### config.mk
export PLATFORM = sky130hd
export DESIGN_NAME = vec_irq_encoder
export DESIGN_NICKNAME = d
export VERILOG_FILES = /design/src/rtl/vie_pkg.sv /design/src/rtl/vie_addr_decode.sv /design/src/rtl/vie_prio_pick.sv /design/src/rtl/vie_index_latch.sv /design/src/rtl/vec_irq_encoder.sv
export SDC_FILE = /design/constraint.sdc
export NUM_CORES = 1
export LEC_CHECK = 0
export BUFFER_PORTS_ARGS = -buffer_cell sky130_fd_sc_hd__buf_2
export CAP_MARGIN = 25
export CORE_MARGIN = 2
export CORE_UTILIZATION = 37
export CTS_BUF_LIST = sky130_fd_sc_hd__clkbuf_8 sky130_fd_sc_hd__clkbuf_16
export DETAILED_ROUTE_END_ITERATION = 12
export PLACE_DENSITY = 0.75
export SLEW_MARGIN = 20
export SYNTH_ARGS = -nofsm -noshare
export SYNTH_HDL_FRONTEND = slang
export SYNTH_SLANG_ARGS = --single-unit
### constraint.sdc
create_clock -name clk -period 2.4 [get_ports clk]
set_clock_uncertainty 0.05 [all_clocks]
set_input_delay 0.72 -clock clk [delete_from_list [all_inputs] [get_ports clk]]
set_output_delay 0.72 -clock clk [all_outputs]
set_load 0.1 [all_outputs]
### src/rtl/vie_pkg.sv
package vie_pkg;
   // Threshold code that enables every level
   localparam int unsigned THR_W      = 4;
   localparam logic [THR_W-1:0] THR_OPEN = '1;
endpackage

### src/rtl/vie_addr_decode.sv
module vie_addr_decode #(
   parameter int unsigned ADDR_W    = 16,
   parameter logic [ADDR_W-1:0] PORT_ADDR = 16'hFE00
) (
   input  logic              clk,
   input  logic              rst_n,
   input  logic [ADDR_W-1:0] bus_addr,
   input  logic              bus_rw,
   input  logic              bus_en,
   output logic              rd_stb_n,
   output logic              wr_stb_n
);
   logic hit;

   assign hit      = bus_en && (bus_addr == PORT_ADDR);
   assign rd_stb_n = !(hit && bus_rw);
   assign wr_stb_n = !(hit && !bus_rw);


   rd_only_on_read_chk: assert property (@(posedge clk) disable iff (!rst_n)
      !rd_stb_n |-> (bus_rw && bus_en && bus_addr == PORT_ADDR));

   wr_only_on_write_chk: assert property (@(posedge clk) disable iff (!rst_n)
      !wr_stb_n |-> (!bus_rw && bus_en && bus_addr == PORT_ADDR));
endmodule

### src/rtl/vie_prio_pick.sv
module vie_prio_pick
   import vie_pkg::*;
#(
   parameter int unsigned N_SRC = 8,
   localparam int unsigned IDX_W = $clog2(N_SRC)
) (
   input  logic              clk,
   input  logic              rst_n,
   input  logic [N_SRC-1:0]  req_n,
   input  logic              wr_stb_n,
   input  logic [THR_W-1:0]  wr_nib,
   output logic              any_elig,
   output logic [IDX_W-1:0]  win_idx
);
   logic [THR_W-1:0] thr_q;
   logic [N_SRC-1:0] elig;
   logic [N_SRC-1:0] win_oh;

   always_ff @(posedge clk or negedge rst_n) begin
      if (!rst_n)         thr_q <= THR_OPEN;
      else if (!wr_stb_n) thr_q <= wr_nib;
   end

   for (genvar i = 0; i < N_SRC; i++) begin : g_elig
      localparam logic [THR_W-1:0] LVL = THR_W'(i);
      assign elig[i] = !req_n[i] && ((thr_q == THR_OPEN) || (LVL > thr_q));
   end

   always_comb begin
      win_idx = '0;
      win_oh  = '0;
      for (int i = 0; i < N_SRC; i++) begin
         if (elig[i]) begin
            win_idx = IDX_W'(i);
            win_oh  = N_SRC'(1) << i;
         end
      end
   end

   assign any_elig = |elig;


   one_winner_chk: assert property (@(posedge clk) disable iff (!rst_n)
      $onehot0(win_oh) && (any_elig == (win_oh != '0)));

   thr_load_chk: assert property (@(posedge clk) disable iff (!rst_n)
      !wr_stb_n |=> thr_q == $past(wr_nib));
endmodule

### src/rtl/vie_index_latch.sv
module vie_index_latch #(
   parameter int unsigned IDX_W = 3
) (
   input  logic             clk,
   input  logic             rst_n,
   input  logic             any_elig,
   input  logic [IDX_W-1:0] win_idx,
   input  logic             rd_stb_n,
   output logic             irq_q,
   output logic [IDX_W-1:0] idx_q
);
   logic rise_ok;

   assign rise_ok = any_elig && !irq_q && rd_stb_n;

   always_ff @(posedge clk or negedge rst_n) begin
      if (!rst_n) begin
         irq_q <= 1'b0;
         idx_q <= '0;
      end else begin
         if (irq_q) irq_q <= any_elig;
         else       irq_q <= rise_ok;
         if (rise_ok) idx_q <= win_idx;
      end
   end


   idx_hold_in_read_chk: assert property (@(posedge clk) disable iff (!rst_n)
      !rd_stb_n |=> $stable(idx_q));

   no_rise_in_read_chk: assert property (@(posedge clk) disable iff (!rst_n)
      (!rd_stb_n && !irq_q) |=> !irq_q);

   irq_drop_chk: assert property (@(posedge clk) disable iff (!rst_n)
      !any_elig |=> !irq_q);
endmodule

### src/rtl/vec_irq_encoder.sv
module vec_irq_encoder
   import vie_pkg::*;
#(
   parameter int unsigned N_SRC  = 8,
   parameter int unsigned ADDR_W = 16,
   parameter int unsigned DATA_W = 8,
   parameter logic [ADDR_W-1:0] PORT_ADDR = 16'hFE00
) (
   input  logic              clk,
   input  logic              rst_n,
   input  logic [N_SRC-1:0]  irq_req_n,
   input  logic [ADDR_W-1:0] bus_addr,
   input  logic              bus_rw,
   input  logic              bus_en,
   input  logic [DATA_W-1:0] wr_data,
   output logic [DATA_W-1:0] rd_data,
   output logic              rd_oe,
   output logic              rd_stb_n,
   output logic              wr_stb_n,
   output logic              cpu_irq_n
);
   localparam int unsigned IDX_W = $clog2(N_SRC);

   if (N_SRC < 2 || (1 << IDX_W) != N_SRC) begin : g_bad_src
      $error("N_SRC must be a power of two of at least 2");
   end
   if (IDX_W + 1 > DATA_W || IDX_W >= THR_W) begin : g_bad_width
      $error("index does not fit data byte or threshold range");
   end

   logic             any_elig;
   logic [IDX_W-1:0] win_idx;
   logic [IDX_W-1:0] idx_q;
   logic             irq_q;

   vie_addr_decode #(.ADDR_W(ADDR_W), .PORT_ADDR(PORT_ADDR)) u_dec (
      .clk(clk), .rst_n(rst_n), .bus_addr(bus_addr), .bus_rw(bus_rw),
      .bus_en(bus_en), .rd_stb_n(rd_stb_n), .wr_stb_n(wr_stb_n)
   );

   vie_prio_pick #(.N_SRC(N_SRC)) u_pick (
      .clk(clk), .rst_n(rst_n), .req_n(irq_req_n), .wr_stb_n(wr_stb_n),
      .wr_nib(wr_data[THR_W-1:0]), .any_elig(any_elig), .win_idx(win_idx)
   );

   vie_index_latch #(.IDX_W(IDX_W)) u_latch (
      .clk(clk), .rst_n(rst_n), .any_elig(any_elig), .win_idx(win_idx),
      .rd_stb_n(rd_stb_n), .irq_q(irq_q), .idx_q(idx_q)
   );

   assign cpu_irq_n = !irq_q;
   assign rd_oe     = !rd_stb_n;
   assign rd_data   = rd_oe ? DATA_W'({idx_q, 1'b0}) : '0;


   read_byte_shape_chk: assert property (@(posedge clk) disable iff (!rst_n)
      rd_oe |-> (rd_data[0] == 1'b0 && (rd_data >> (IDX_W + 1)) == '0));

   quiet_bus_chk: assert property (@(posedge clk) disable iff (!rst_n)
      !rd_oe |-> rd_data == '0);

   irq_rise_chk: assert property (@(posedge clk) disable iff (!rst_n)
      (any_elig && rd_stb_n) |=> !cpu_irq_n);
endmodule

After elaboration in Yosys (flattened, before gate mapping)
Index checks and enable logic that the tools add are counted.

cells by class
  $lt $le $gt $ge = 8
  equal/unequal tests = 2
  mux-type cells = 9
  reduce and logical (&&, ||, !) cells = 34

operators by type and width
  operator              count
  $eq 16x16->1 const B  1
  $gt 3x4->1 const A    4
  $logic_and 1x1->1     13
  $logic_not 1->1       12
  $mux 3                4
  $gt 1x4->1 const A    2
  $gt 2x4->1 const A    2
  $logic_or 1x1->1      8
  $reduce_or 8->1       1
  $eq 4x4->1 const B    1
  $mux 2                2
  $mux 4                1
  $mux 1                2

word-level totals
  bits in registers = 8
  logic and storage cells = 56

Logic depth before layout (Yosys ltp)
Gate-level depths: netlist of run 1.

  depth after elaboration = 10
  mapped depth = 7
  gate-level depth less buffers = 6

Cells and area by module
A second synthesis of run 1 with hierarchy kept.

unflattened totals
  cell total of the unflattened synthesis = 76
  area total of the unflattened synthesis = 726.9 um2

by module, submodules not included
  module           instances  cells each  area each (um2)  seq. area each (um2)
  vie_prio_pick    1          47          421.7            105.1
  vie_index_latch  1          9           172.7            100.1
  vec_irq_encoder  1          11          67.6             0.0
  vie_addr_decode  1          9           65.1             0.0

Worst setup path before layout of run 1
No wires, ideal clock.

  kind = input port to output port
  start = input port bus_addr[0]
  end = output port rd_data[1]
  arrival = 4.569 ns
  data required time = 1.630 ns
  slack = -2.939 ns
  stages = 6
  buffers on the path = 0
  cells stage by stage = or4_1 > nor2_1 > nand3_1 > nor2_2 > inv_1 > nor2_1

on the way
  cells in the longest elaborated chain, start to end = 4

ends and longest elaborated chain
  element             RTL line               RTL
  start: declaration  vec_irq_encoder.sv:12  input logic [ADDR_W-1:0] bus_addr,
  $eq 16x16->1        vie_addr_decode.sv:15  assign hit = bus_en && (bus_addr == PORT_ADDR);
  $logic_and 1x1->1   vie_addr_decode.sv:15
  $logic_and 1x1->1   vie_addr_decode.sv:16  assign rd_stb_n = !(hit && bus_rw);
  named net rd_oe     vec_irq_encoder.sv:17  output logic rd_oe,
  $mux 4              vec_irq_encoder.sv:53  assign rd_data = rd_oe ? DATA_W'({idx_q, 1'b0}) : '0;
  end: declaration    vec_irq_encoder.sv:16  output logic [DATA_W-1:0] rd_data,

The timed path passes the listed nets, and every way through them passes these cells.

Final worst setup path of run 1
  start = input port bus_addr[4]
  end = output port rd_data[3]

on the way
  cells in the longest elaborated chain, start to end = 4

ends and longest elaborated chain
  element            RTL line
  $eq 16x16->1       vie_addr_decode.sv:15
  $logic_and 1x1->1  vie_addr_decode.sv:15
  $logic_and 1x1->1  vie_addr_decode.sv:16
  $mux 4             vec_irq_encoder.sv:53

No other way between the ends.

==> metrics.txt, run 1 <==
# TYPE chip_impl_metric gauge
chip_impl_info{name="r2r_end",value="u_latch.idx_q[1]"} 1
chip_impl_metric{name="final_critical_path_setup_slack",unit="ns"} -0.454
chip_impl_metric{name="gp_routability_congestion",unit=""} 0.840
chip_impl_metric{name="worst_ep_required_time",unit="ns"} 1.63
chip_impl_metric{name="post_synth.cell_area_avg",unit="um^2"} 8.38
chip_impl_metric{name="sinks_on_the_clock_net",unit=""} 8
chip_impl_metric{name="antenna-diode-count",unit=""} 0
chip_impl_metric{name="wl_per_cell",unit="um"} 11.9
chip_impl_metric{name="fin_area",unit="um^2"} 1120
chip_impl_metric{name="grt_pass1_vias",unit=""} 702
chip_impl_info{name="timing.hold.worst.class",value="in2async"} 1
chip_impl_metric{name="final_util",unit="%"} 62.7
chip_impl_metric{name="viasPerCell",unit=""} 5.02
chip_impl_metric{name="power.leakage",unit="nW"} 0.546
chip_impl_metric{name="dp_slack",unit="ns"} -0.582
chip_impl_metric{name="slew_viol_final",unit=""} 0
chip_impl_info{name="critical_path.cell_chain",value="buf_6, or4_4, nor2_4, nand3_2, nor2_4, inv_4, nor2_4, buf_12"} 1
chip_impl_metric{name="final_period_minus_worst_setup_slack",unit="ns"} 2.85
chip_impl_info{name="root_buffer",value="clkbuf_8"} 1
chip_impl_metric{name="ys.warnings.count",unit=""} 0
chip_impl_metric{name="grt_max_degree",unit=""} 16
chip_impl_metric{name="postSynthRegisterBits",unit=""} 8
chip_impl_metric{name="initial_utilization",unit="%"} 40.4
chip_impl_metric{name="setup_viol_count_final",unit=""} 6
chip_impl_info{name="routed.top_layer",value="met4"} 1
chip_impl_info{name="crit_path_start_kind",value="input port"} 1
chip_impl_info{name="worstReg2RegStart",value="u_pick.thr_q[3]"} 1
chip_impl_metric{name="cts_max_path_buffers",unit=""} 2
chip_impl_metric{name="fin_hold_ws",unit="ns"} 0.271
chip_impl_metric{name="power.total",unit="uW"} 392
chip_impl_metric{name="overflow",unit=""} 0
chip_impl_metric{name="clkSlewWorstSetupHoldPaths",unit="ns"} 0.04
chip_impl_metric{name="p_per_area",unit="nW/um^2"} 351
chip_impl_metric{name="place.port_buffers",unit=""} 38
chip_impl_metric{name="worstSkewPairLatency",unit="ns"} 0.23
chip_impl_metric{name="die_height",unit="um"} 48.1
chip_impl_info{name="final_common_cell",value="buf_2"} 1
chip_impl_metric{name="drv_cap",unit=""} 0
chip_impl_metric{name="core_area",unit="um^2"} 1780
chip_impl_metric{name="tritoncts.num_buffers",unit=""} 3
chip_impl_metric{name="ctsHtreeMaxLevel",unit=""} 1
chip_impl_metric{name="num_rows",unit=""} 15
chip_impl_metric{name="initialDrtViolationCount",unit=""} 11
chip_impl_info{name="end_kind",value="output pin"} 1
chip_impl_metric{name="met1_length",unit="um"} 697
chip_impl_info{name="tritoncts",value="built"} 1
chip_impl_metric{name="hold_buffers",unit=""} 0
chip_impl_info{name="most-common-layout-cells",value="buf_2 (31), nand2_1 (9), buf_4 (7)"} 1
chip_impl_metric{name="routed-via-count",unit=""} 778
chip_impl_metric{name="globalRouteTotalUtil",unit="%"} 17.5
chip_impl_metric{name="timing.final.hold_violations",unit=""} 0
chip_impl_info{name="run_status",value="finished, violations left"} 1
chip_impl_metric{name="die_x",unit="um"} 48.1
chip_impl_metric{name="final_antenna_net_count",unit=""} 0
chip_impl_metric{name="netlist_area",unit="um^2"} 721
chip_impl_metric{name="detailed_place.area",unit="um^2"} 1000
chip_impl_metric{name="grt_antenna_before_repair",unit=""} 0
chip_impl_info{name="ys_dominant_reg_cell",value="dfstp_2"} 1
chip_impl_metric{name="grt_pass1_wl",unit="um"} 2790
chip_impl_metric{name="drtPass1Iterations",unit=""} 4
chip_impl_metric{name="synth_edf_count",unit=""} 0
chip_impl_metric{name="area_delta_synth_final",unit="%"} 55.0
chip_impl_metric{name="vdd.ir_drop.worst",unit="uV"} 282
chip_impl_metric{name="met2RoutedLength",unit="um"} 985
chip_impl_info{name="crit_type",value="in2out"} 1
chip_impl_metric{name="crit_path_max_fanout",unit=""} 3
chip_impl_info{name="cp_common_cell",value="nor2_4"} 1
chip_impl_metric{name="layout.nets",unit=""} 167
chip_impl_metric{name="synth_sequential_area_ratio",unit="%"} 28.5
chip_impl_metric{name="detailroute.wirelength.met3",unit="um"} 149
chip_impl_metric{name="ys_async_sr_fraction",unit="%"} 100
chip_impl_metric{name="timing.critical_path.arrival",unit="ns"} 2.08
chip_impl_metric{name="clock.fmax",unit="MHz"} 350
chip_impl_info{name="violations_in_the_final_reports",value="negative setup slack"} 1
chip_impl_info{name="critPathSlowestCell",value="or4_4"} 1
chip_impl_metric{name="floorplan.io_pins",unit=""} 48
chip_impl_info{name="rsz0062_at_grt",value="yes"} 1
chip_impl_metric{name="drcViolationCount",unit=""} 0
chip_impl_metric{name="overall_die_area",unit="um^2"} 2320
chip_impl_metric{name="final_min_period_over_clock_period",unit="%"} 119
chip_impl_metric{name="wirelength",unit="um"} 1840
chip_impl_metric{name="critical_path.max_stage_delay",unit="ns"} 0.54
chip_impl_metric{name="dp.final_hpwl",unit="um"} 1480
chip_impl_metric{name="postSynthCellCount",unit=""} 86
chip_impl_metric{name="setup_slack_of_the_most_critical_reg_to_reg_path",unit="ns"} 0.18
chip_impl_metric{name="ff2ff_path_depth",unit=""} 6
chip_impl_metric{name="netlist-cell-type-count",unit=""} 36
chip_impl_metric{name="share_of_layout_cells_above_drive_strength_1",unit="%"} 54.6
## how the worst max path moves through the flow
stage,cells past startpoint,to,slack [ns],start
floorplan,6,rd_data[1],-1.72,bus_addr[0]
global placement,7,rd_stb_n,-0.54,bus_addr[0]
detailed placement,7,rd_stb_n,-0.58,bus_addr[0]
CTS,8,rd_data[3],-0.48,bus_addr[4]
global route,8,rd_data[3],-0.51,bus_addr[4]
finish,8,rd_data[3],-0.45,bus_addr[4]
## final cells by class
| class | instances | area, um^2 |
|---|---|---|
| repair buffers | 45 | 330 |
| flip-flops and latches | 8 | 205 |
| fillers | 165 | 666 |
| well taps | 25 | 31.3 |
| clock inverters | 1 | 3.75 |
| clock buffers | 3 | 41.3 |
| inverters | 6 | 25.0 |
| multi-input cells | 67 | 480 |
## report_power, final
group	internal (mW)	leakage (nW)	total, mW	switching, mW
clock	0.111	0.0269	0.161	0.0508
combinational	0.0318	0.440	0.0910	0.0592
sequential	0.139	0.0794	0.140	0.00120
total	0.281	0.546	0.392	0.111
## registers in the layout, summed over array words and instances, names as in the netlist
signal         count
u_pick.thr_q       4
u_latch.idx_q      3
u_latch.irq_q      1
## what timing repair did
item	4_1_cts	5_1_grt
pin swaps	6	1
setup buffers	3	2
hold endpoints to repair	0	0
gates resized for setup	13	2
setup endpoints to repair	6	6
## cell families (layout without fill, tap and decap cells)
logic type | Yosys count | count (layout) | synth area share (%)
mux | 7 | 7 | 11.1
buf+inv | 15 | 55 | 12.3
other cells | 1 | 5 | 0.520
simple gates | 36 | 36 | 27.6
flops | 8 | 8 | 28.5
compound gates | 19 | 19 | 20.0
## stage by stage
stage / instances / TNS (ns)
after floorplan: 90 / -10.36
after global placement: 148 / -2.95
after detailed placement: 148 / -3.30
after CTS: 154 / -2.60
after global routing: 155 / -2.80
final: 155 / -2.53
## worst max-delay path, delay by kind of cell
family	cells	cell delay [ns]
buffers and inverters	3	0.33
and+or+nand+nor	5	1.03
## cells in the mapped netlist, types with 2 or more instances
cell     instances  share of area (%)
o21ai_1          3                2.1
mux2i_1          2                2.8
nand3_1          2                1.4
nand2_1          9                4.7
dfrtp_1          4                 14
mux2_2           4                6.2
nor2_1           6                3.1
nor2_2           2                1.7
o21ai_0          4                2.8
inv_1            6                3.1
a21oi_1          4                2.8
nor2b_1          3                2.6
buf_4            6                6.2
o41ai_2          2                4.5
dfstp_2          4                 15
buf_2            2                1.4
nand4_1          3                2.6
nor3_1           2                1.4
## per-layer routing
metal | vias to the layer above | global-route usage (%)
met5 | - | 0
met2 | 40 | 34.9
li1 | 387 | -
met3 | 2 | 2.59
met4 | 0 | 6.49
met1 | 349 | 18.1
No activity file was read; power rests on OpenSTA's default activity.
==> inputs of run 2 (changes only) <==
--- a/config.mk
+++ b/config.mk
@@ -7,11 +7,14 @@
 export LEC_CHECK = 0
 export BUFFER_PORTS_ARGS = -buffer_cell sky130_fd_sc_hd__buf_2
 export CAP_MARGIN = 25
+export CELL_PAD_IN_SITES_DETAIL_PLACEMENT = 0
+export CELL_PAD_IN_SITES_GLOBAL_PLACEMENT = 1
+export CORE_ASPECT_RATIO = 0.6
 export CORE_MARGIN = 2
-export CORE_UTILIZATION = 37
+export CORE_UTILIZATION = 25
 export CTS_BUF_LIST = sky130_fd_sc_hd__clkbuf_8 sky130_fd_sc_hd__clkbuf_16
 export DETAILED_ROUTE_END_ITERATION = 12
-export PLACE_DENSITY = 0.75
+export PLACE_DENSITY_LB_ADDON = 0.1
 export SLEW_MARGIN = 20
 export SYNTH_ARGS = -nofsm -noshare
 export SYNTH_HDL_FRONTEND = slang
==> metrics.txt, run 2 (same netlist as run 1, synthesis figures left out) <==
# TYPE chip_impl_metric gauge
chip_impl_metric{name="place.port_buffers",unit=""} 38
chip_impl_metric{name="dp.final_hpwl",unit="um"} 1600
chip_impl_metric{name="worstSkewPairLatency",unit="ns"} 0.23
chip_impl_metric{name="tritoncts.num_buffers",unit=""} 3
chip_impl_metric{name="setup_slack_of_the_most_critical_reg_to_reg_path",unit="ns"} 0.28
chip_impl_metric{name="grt_pass1_vias",unit=""} 707
chip_impl_metric{name="crit_path_max_fanout",unit=""} 3
chip_impl_info{name="largest_register",value="u_pick.thr_q"} 1
chip_impl_metric{name="routed-via-count",unit=""} 772
chip_impl_info{name="final_common_cell",value="buf_2"} 1
chip_impl_info{name="root_buffer",value="clkbuf_8"} 1
chip_impl_metric{name="drcViolationCount",unit=""} 0
chip_impl_metric{name="final_period_minus_worst_setup_slack",unit="ns"} 2.82
chip_impl_metric{name="wl_per_cell",unit="um"} 11.4
chip_impl_metric{name="die_height",unit="um"} 45.6
chip_impl_metric{name="gp_routability_congestion",unit=""} 0.696
chip_impl_metric{name="antenna-diode-count",unit=""} 0
chip_impl_info{name="crit_type",value="in2out"} 1
chip_impl_metric{name="overall_die_area",unit="um^2"} 3340
chip_impl_metric{name="die_x",unit="um"} 73.3
chip_impl_metric{name="wirelength",unit="um"} 1910
chip_impl_metric{name="layout.nets",unit=""} 171
chip_impl_metric{name="core_area",unit="um^2"} 2820
chip_impl_info{name="timing.hold.worst.class",value="in2async"} 1
chip_impl_metric{name="cts_max_path_buffers",unit=""} 2
chip_impl_info{name="rsz0062_at_grt",value="yes"} 1
chip_impl_info{name="violations_in_the_final_reports",value="negative setup slack"} 1
chip_impl_metric{name="largest_register_ff_count",unit=""} 4
chip_impl_metric{name="clock.fmax",unit="MHz"} 354
chip_impl_info{name="run_status",value="finished, violations left"} 1
chip_impl_metric{name="power.leakage",unit="nW"} 0.569
chip_impl_metric{name="floorplan.io_pins",unit=""} 48
chip_impl_metric{name="placed_cells_incl_taps",unit=""} 162
chip_impl_metric{name="viasPerCell",unit=""} 4.60
chip_impl_metric{name="grt_antenna_before_repair",unit=""} 0
chip_impl_info{name="layout_top_registers",value="u_pick.thr_q x4, u_latch.idx_q x3, u_latch.irq_q x1"} 1
chip_impl_metric{name="critical_path.max_stage_delay",unit="ns"} 0.53
chip_impl_metric{name="final_util",unit="%"} 41.2
chip_impl_metric{name="worst_ep_required_time",unit="ns"} 1.63
chip_impl_metric{name="timing.critical_path.arrival",unit="ns"} 2.05
chip_impl_metric{name="overflow",unit=""} 0
chip_impl_metric{name="initial_utilization",unit="%"} 25.6
chip_impl_metric{name="fin_hold_ws",unit="ns"} 0.275
chip_impl_metric{name="share_of_layout_cells_above_drive_strength_1",unit="%"} 56.0
chip_impl_metric{name="clkSlewWorstSetupHoldPaths",unit="ns"} 0.05
chip_impl_info{name="most-common-layout-cells",value="buf_2 (31), buf_4 (11), nand2_1 (9)"} 1
chip_impl_metric{name="num_rows",unit=""} 15
chip_impl_metric{name="grt_pass1_wl",unit="um"} 3290
chip_impl_metric{name="vdd.ir_drop.worst",unit="uV"} 192
chip_impl_info{name="tritoncts",value="built"} 1
chip_impl_info{name="critical_path.cell_chain",value="buf_6, or4_4, nor2_4, nand3_2, nor2_4, inv_4, nor2_4, buf_12"} 1
chip_impl_metric{name="setup_viol_count_final",unit=""} 6
chip_impl_metric{name="final_min_period_over_clock_period",unit="%"} 118
chip_impl_info{name="crit_path_start_kind",value="input port"} 1
chip_impl_metric{name="slew_viol_final",unit=""} 0
chip_impl_metric{name="final_antenna_net_count",unit=""} 0
chip_impl_metric{name="dp_slack",unit="ns"} -0.549
chip_impl_metric{name="globalRouteTotalUtil",unit="%"} 13.2
chip_impl_metric{name="power.total",unit="uW"} 401
chip_impl_info{name="cp_common_cell",value="nor2_4"} 1
chip_impl_metric{name="grt_max_degree",unit=""} 13
chip_impl_metric{name="sinks_on_the_clock_net",unit=""} 8
chip_impl_metric{name="final_critical_path_setup_slack",unit="ns"} -0.424
chip_impl_metric{name="drv_cap",unit=""} 0
chip_impl_info{name="end_kind",value="output pin"} 1
chip_impl_metric{name="timing.final.hold_violations",unit=""} 0
chip_impl_info{name="critPathSlowestCell",value="or4_4"} 1
chip_impl_metric{name="post_layout_nonfiller_instances",unit=""} 168
chip_impl_metric{name="hold_buffers",unit=""} 0
chip_impl_metric{name="area_delta_synth_final",unit="%"} 60.8
chip_impl_metric{name="ctsHtreeMaxLevel",unit=""} 1
chip_impl_metric{name="drtPass1Iterations",unit=""} 4
chip_impl_metric{name="p_per_area",unit="nW/um^2"} 346
chip_impl_metric{name="initialDrtViolationCount",unit=""} 19
## run 2: cell types whose count changed in the layout (fill, tap and decap cells not counted), sizes merged
cell	change
buf	+4
## run 2: cell type report
cell class | instances | area (um^2)
clock buffers | 3 | 41.3
clock inverters | 1 | 3.75
fillers | 295 | 1660
inverters | 6 | 25.0
multi-input cells | 67 | 480
flip-flops and latches | 8 | 205
well taps | 34 | 42.5
repair buffers | 49 | 360
## run 2: worst max-delay path: cells and delay by family
kind / cells / cell delay, ns
buf+inv: 3 / 0.33
simple gates: 5 / 1.01
## run 2: worst paths after layout
kind	end	startpoint	cells after the start
max	rd_data[3]	bus_addr[4]	8
min	u_latch.irq_q	rst_n	1
max reg2reg	u_latch.idx_q[1]	u_pick.thr_q[2]	6
min reg2reg	u_latch.idx_q[1]	u_latch.idx_q[1]	1
max in group asynchronous	u_pick.thr_q[0]	rst_n	1
min in group clk	u_latch.idx_q[1]	u_latch.idx_q[1]	1
## run 2: per-layer routing
metal | vias up | GRT usage (%) | routed length (um)
li1 | 393 | - | -
met1 | 359 | 17.3 | 960
met2 | 20 | 20.7 | 830
met3 | 0 | 4.87 | 117
met4 | 0 | 3.27 | 0
met5 | - | 0 | 0
## run 2: timing repair
action / CTS / global route
resized for setup: 11 / 3
buffers inserted: 0 / 2
setup endpoints to repair: 6 / 6
pin swaps: 6 / 1
## run 2: stage by stage
stage | TNS, ns | area (um^2)
finish | -2.45 | 1160
global route | -2.91 | 1160
CTS | -2.50 | 1130
detailed placement | -3.12 | 1050
global placement | -3.22 | 1050
floorplan | -10.36 | 757
## run 2: report_power, final
| part | switching, mW | leakage, nW | internal, mW | total (mW) |
|---|---|---|---|---|
| Combinational | 0.0586 | 0.463 | 0.0324 | 0.0911 |
| Sequential | 0.00130 | 0.0794 | 0.139 | 0.140 |
| Clock | 0.0588 | 0.0269 | 0.111 | 0.170 |
| Total | 0.119 | 0.569 | 0.282 | 0.401 |
